## src/rtl/airflow_accum.sv

```systemverilog
module airflow_accum #(
  parameter int ACC_W   = 16,
  parameter int FRAC_W  = 8,
  parameter int SHIFT_W = 3,
  parameter int COEF_W  = 16,
  parameter int VOL_SH  = 16,
  parameter int PW_SH   = 8,
  parameter int SMALL_W = 8
) (
  input  logic                      clk,
  input  logic                      rst_n,
  input  logic                      pulse_i,
  input  logic                      crank_fall_i,
  input  logic [ACC_W-1:0]          quantum_i,
  input  logic [SHIFT_W-1:0]        filt_shift_i,
  input  logic [COEF_W-1:0]         cal_scalar_i,
  input  logic [COEF_W-1:0]         inj_factor_i,
  output logic [ACC_W+FRAC_W-1:0]   air_count_o,
  output logic [ACC_W-1:0]          air_vol16_o,
  output logic [SMALL_W-1:0]        air_vol8_o,
  output logic [ACC_W+COEF_W-PW_SH-1:0] inj_pw_o,
  output logic                      update_o
);
  localparam int FILT_W = ACC_W + FRAC_W;
  localparam int PROD_W = ACC_W + COEF_W;
  localparam int PW_W   = PROD_W - PW_SH;
  localparam logic [ACC_W-1:0] ACC_MAX = '1;

  logic [ACC_W-1:0]  acc_q, sample_q;
  logic              cap_q, upd_q;
  logic [FILT_W-1:0] filt_q;

  logic [ACC_W:0]    acc_sum;
  logic [ACC_W-1:0]  acc_sat;
  assign acc_sum = {1'b0, acc_q} + {1'b0, quantum_i};
  assign acc_sat = acc_sum[ACC_W] ? ACC_MAX : acc_sum[ACC_W-1:0];

  always_ff @(posedge clk) begin
    if (!rst_n) begin
      acc_q    <= '0;
      sample_q <= '0;
      cap_q    <= 1'b0;
    end else begin
      cap_q <= crank_fall_i;
      if (crank_fall_i) begin
        sample_q <= acc_q;
        acc_q    <= pulse_i ? quantum_i : '0;
      end else if (pulse_i) begin
        acc_q <= acc_sat;
      end
    end
  end

  logic [SHIFT_W-1:0]       shamt;
  logic signed [FILT_W+1:0] diff, step, nxt;
  assign shamt = (filt_shift_i == '0) ? SHIFT_W'(1) : filt_shift_i;
  assign diff  = $signed({2'b00, sample_q, {FRAC_W{1'b0}}}) - $signed({2'b00, filt_q});
  assign step  = diff >>> shamt;
  assign nxt   = $signed({2'b00, filt_q}) + step;

  always_ff @(posedge clk) begin
    if (!rst_n) begin
      filt_q <= '0;
      upd_q  <= 1'b0;
    end else begin
      upd_q <= cap_q;
      if (cap_q) filt_q <= nxt[FILT_W-1:0];
    end
  end

  logic [ACC_W-1:0]  load_hi;
  logic [PROD_W-1:0] vol_prod, pw_prod;
  assign load_hi  = filt_q[FILT_W-1 -: ACC_W];
  assign vol_prod = PROD_W'(load_hi) * PROD_W'(cal_scalar_i);
  assign pw_prod  = PROD_W'(load_hi) * PROD_W'(inj_factor_i);

  assign air_count_o = filt_q;
  assign air_vol16_o = ACC_W'(vol_prod >> VOL_SH);
  assign inj_pw_o    = PW_W'(pw_prod >> PW_SH);
  assign air_vol8_o  = (air_vol16_o[ACC_W-1:SMALL_W+1] != '0) ? {SMALL_W{1'b1}}
                                                              : air_vol16_o[SMALL_W:1];
  assign update_o    = upd_q;
endmodule

```

## config.mk

```make
export PLATFORM = sky130hd
export DESIGN_NAME = airflow_accum
export DESIGN_NICKNAME = d
export VERILOG_FILES = /design/src/rtl/airflow_accum.sv
export SDC_FILE = /design/constraint.sdc
export NUM_CORES = 1
export LEC_CHECK = 0
export BUFFER_PORTS_ARGS = -buffer_cell sky130_fd_sc_hd__buf_2
export CAP_MARGIN = 25
export CELL_PAD_IN_SITES_DETAIL_PLACEMENT = 1
export CELL_PAD_IN_SITES_GLOBAL_PLACEMENT = 1
export CORE_UTILIZATION = 35
export CTS_BUF_LIST = sky130_fd_sc_hd__clkbuf_4
export CTS_CLUSTER_DIAMETER = 100
export DETAILED_ROUTE_END_ITERATION = 12
export HOLD_SLACK_MARGIN = 0.05
export PLACE_DENSITY_LB_ADDON = 0.1
export SLEW_MARGIN = 10
export SYNTH_ARGS = -nofsm -noshare
export SYNTH_HDL_FRONTEND = slang
export SYNTH_SLANG_ARGS = --single-unit
```

## constraint.sdc

```tcl
create_clock -name clk -period 9.1 [get_ports clk]
set_input_delay 0.91 -clock clk [delete_from_list [all_inputs] [get_ports clk]]
set_output_delay 0.91 -clock clk [all_outputs]
set_load 0.02 [all_outputs]
```

======== Yosys cells after proc, flatten, opt, wreduce, memory -nomap -nowiden ========
Cells that the tools add are included.
operators by class
  add/sub/neg operators ................... 3
  $mul .................................... 2
  shift operators ......................... 1
  mux-type cells .......................... 6
  reduce and logical (&&, ||, !) cells .... 3
operators with widths
  cell                number
  $mul A16 B16 Y32    2
  $mux W16            4
  $sshr A25 B3 Y24    1
  $sub A24 B24 Y25    1
  $add A24 B24 Y24    1
  $add A16 B16 Y17    1
  $mux W8             1
  $reduce_bool A7 Y1  1
  $logic_not A3 Y1    1
  $mux W3             1
  $reduce_bool A2 Y1  1
storage, ports and cells
  register bits after elaboration ......... 58
  input port bits ......................... 55
  output and inout bits ................... 73
  word-level logic and storage cells ...... 20

======== Depth between registers and ports, before layout ========
  word-level depth ........................ 4
  depth in mapped cells ................... 25
  mapped depth without buffers ............ 24

======== Worst setup path after synthesis ========
OpenSTA, ideal clock, no wires.
  path type ............................... input port to output port
  start ................................... input cal_scalar_i[1]
  end ..................................... output air_vol8_o[6]
  data arrival time ....................... 7049 ps
  required time ........................... 8190 ps
  slack ................................... 1141 ps
  stages .................................. 22
  path buffers ............................ 1
  cell sequence ........................... clkbuf_1 nand2_1 fa_1 fa_1 fa_1 inv_1 ha_1 fa_1 inv_1 fa_1 inv_1 ha_1 and4_4 and2_0 a311o_1 a221o_1 a311o_1 a21oi_1 nor2b_1 o21a_1 o31ai_1 or2_1
between the ends
  elaborated cells on any way between the ends .. 3
  those cells by class .................... mul (1); mux (1); reduce/logical (1)
RTL lines
  element             line  text
  from (decl)         16    input logic [COEF_W-1:0] cal_scalar_i,
  $mul A16 B16 Y32    74    assign vol_prod = PROD_W'(load_hi) * PROD_W'(cal_scalar_i);
  net air_vol16_o[7]  19    output logic [ACC_W-1:0] air_vol16_o,
  $mux W8             80    assign air_vol8_o = (air_vol16_o[ACC_W-1:SMALL_W+1] != '0) ? {SMALL_W{1'b1}}
  to (decl)           20    output logic [SMALL_W-1:0] air_vol8_o,
The timed path passes the listed nets, and every way through them passes these cells.

======== Final worst setup path ========
  start ................................... input cal_scalar_i[1]
  end ..................................... output air_vol8_o[1]
between the ends
  word-level cells in the longest chain between the ends .. 3
RTL lines
  element               line
  $mul A16 B16 Y32 (*)  74
  $reduce_bool A7 Y1    80
  $mux W8 (*)           80
Every way passes the cells marked *; elsewhere a longest branch is shown, timed or not.

==> results.yml <==
critical_path:
  cp.required_ns: 8.19
  critPathArrivalTime_ns: 7.73
  worst_setup_path_start_kind: "input pin"
  path_class: "input pin to primary output"
  endpoint_kind: "primary output"
  worstPathMaxFanout: 16
run:
  maxCapViolCount: 0
placed_design:
  place_area_sq_um: 23500
  post-dp-hpwl_um: 51600
  gp_congestion: 0.802
  port_buffers: 127
  dp_cells: 3498
logic_synthesis:
  syn-mean-instance-area_sq_um: 8.40
  synth_edf_count: 0
  ys_seq_area_share_pct: 5.31
  ys_ff_latch: 58
  synth_top_area_cell: "fa_1"
  synth_fp_nets: 3307
  ys_async_sr_fraction_pct: 0
  synth.area.top_cells: "fa_1, ha_1, inv_1, and2_1, nand2_1"
  syn-cell-area_sq_um: 21900
  ys_warn_count: 0
  ys.flop_type: "dfxtp_1"
  synthCells: 2606
  synth_cell_type_count: 66
  netlist.area_leader.share_pct: 35.5
timing:
  tns_ns: 0
  grt_setup_unrepaired: "no"
  finClkSkew_ns: 0.0301
  fmax_mhz: 116
  fin_crit_sh_pct: 94.9
  slew_viol_final: 0
  setup_viol: 0
  worst_slew_pin_slew_ns: 0.792
  hold_viol: 0
  period_minus_slack_ns: 8.64
  max_slew_margin_pct: 46.8
global_routing:
  grt_max_degree: 41
  grt-ovfl-total: 0
  grtUsageTotal_pct: 20.8
  grt_pass1_vias: 19400
  grt_pass1_wl_um: 105000
  antenna_found_initial: 4
worst_hold_path:
  hold_class: "register to register"
drt:
  drt-initial-drc-count: 575
  post_drt_wl_per_cell_um: 18.0
  drt-vias-per-instance: 4.96
  drc: 0
  totalWireLength_um: 63200
  drt_first_pass_iters: 7
  vias: 17400
  highest_layer: "met5"
  wl_met2_um: 30900
  wl_met3_um: 1440
  met1Wirelength_um: 30500
  ant_nets: 0
die:
  die_y_um: 252
  start_util_pct: 35.5
  ios: 128
  core_sq_um: 61700
  num_rows: 91
  die_w_um: 252
  dieArea_sq_um: 63500
clock_network:
  holdBufCountCts: 0
  cts_made_buffers: 9
  cts.sinks: 58
  clk_pin_slew_worst_paths_ns: 0.09
  clockRootBuffer: "clkbuf_4"
  clock_path_buffers: 2
  h-tree-depth: 3
  cts_resized: 0
  postCtsSetupBuffers: 0
  clk-insertion-delay-late_ns: 0.47
  cts_tree: "yes"
final_layout:
  final_common_cell: "inv_1"
  area_growth_pct: 8.22
  num-fill-cells: 7488
  final_nets: 3373
  fin_cells: 3517
  layout_common_cells: "inv_1, fa_1, nand2_1"
  stdcell_area_sq_um: 23700
  drive_gt1_share_pct: 7.32
status:
  status: "finished, final reports clean"
[path summary, 6_finish.rpt]
check                  startpoint               to  slack, ns  cells after the start
setup / recovery  cal_scalar_i[1]    air_vol8_o[1]       0.46                     23
hold / removal       sample_q[11]     sample_q[11]       0.54                      2
setup reg to reg   air_count_o[9]  air_count_o[23]       2.45                     21
hold reg to reg      sample_q[11]     sample_q[11]       0.54                      2
[cells in the mapped netlist, types with 17 or more instances]
| library cell | count |
|---|---|
| inv_1 | 502 |
| fa_1 | 388 |
| nand2_1 | 375 |
| ha_1 | 258 |
| and2_1 | 236 |
| clkbuf_1 | 113 |
| a21oi_1 | 88 |
| o21ai_0 | 73 |
| nor2_1 | 72 |
| xnor2_1 | 62 |
| dfxtp_1 | 58 |
| mux2i_1 | 53 |
| nor2b_1 | 47 |
| a21o_1 | 36 |
| xor2_1 | 34 |
| nor3_1 | 17 |
[critical path, stage by stage]
cell	delay, ns
buf_2	0.32
nand2_1	0.14
fa_1	0.53
fa_1	0.47
fa_1	0.56
inv_1	0.05
ha_1	0.29
fa_1	0.48
inv_1	0.05
fa_1	0.47
inv_1	0.04
ha_1	0.31
and4_4	0.20
and2_0	0.14
a311o_1	0.42
a31oi_1	0.34
o211ai_1	0.21
a221o_1	0.40
a31o_1	0.28
or3_1	0.35
a211o_1	0.35
or2_1	0.24
buf_2	0.16
[per-stage QoR]
stage	setup slack [ns]	hold slack (ns)	util, %
final	0.463	0.541	38.4
after detailed placement	0.394	0.533	38.1
after global placement	0.441	0.506	38.0
after CTS	0.138	0.546	38.4
after floorplan	1.14	0.487	-
after global routing	0.146	0.575	38.4
[state kept, by name, summed over array words and instances, names as in the netlist]
name and flops:
acc_q 16, sample_q 16, update_o 1, air_count_o 24
cap_q 1
[layer usage]
layer,track usage [%],vias to the layer above
met3,1.56,32
met2,36.0,187
met1,29.1,8996
li1,-,8216
met5,0,-
met4,2.53,4
[area by class of cell]
| type | instances | area (sq um) | share of cell area [%] |
|---|---|---|---|
| Antenna cell | 3 | 7.51 | 0.0317 |
| Timing Repair Buffer | 171 | 991 | 4.19 |
| Clock inverter | 5 | 103 | 0.433 |
| Multi-Input combinational cell | 1928 | 18400 | 77.7 |
| Tap cell | 837 | 1050 | 4.42 |
| Sequential cell | 58 | 1160 | 4.91 |
| Clock buffer | 11 | 82.6 | 0.349 |
| Inverter | 504 | 1890 | 7.99 |
[kinds of logic after synthesis]
group | share of synthesized area [%]
xor gates and xnor gates | 3.84
buffers and inverters | 10.6
AOI/OAI and AO/OA | 9.15
and+or+nand+nor | 18.1
DFF | 5.31
adders and majority gates | 50.3
muxes | 2.68
Power is left out: the tool's default activity adds up to more than one toggle a clock period on the data nets, which glitch-free logic cannot reach.
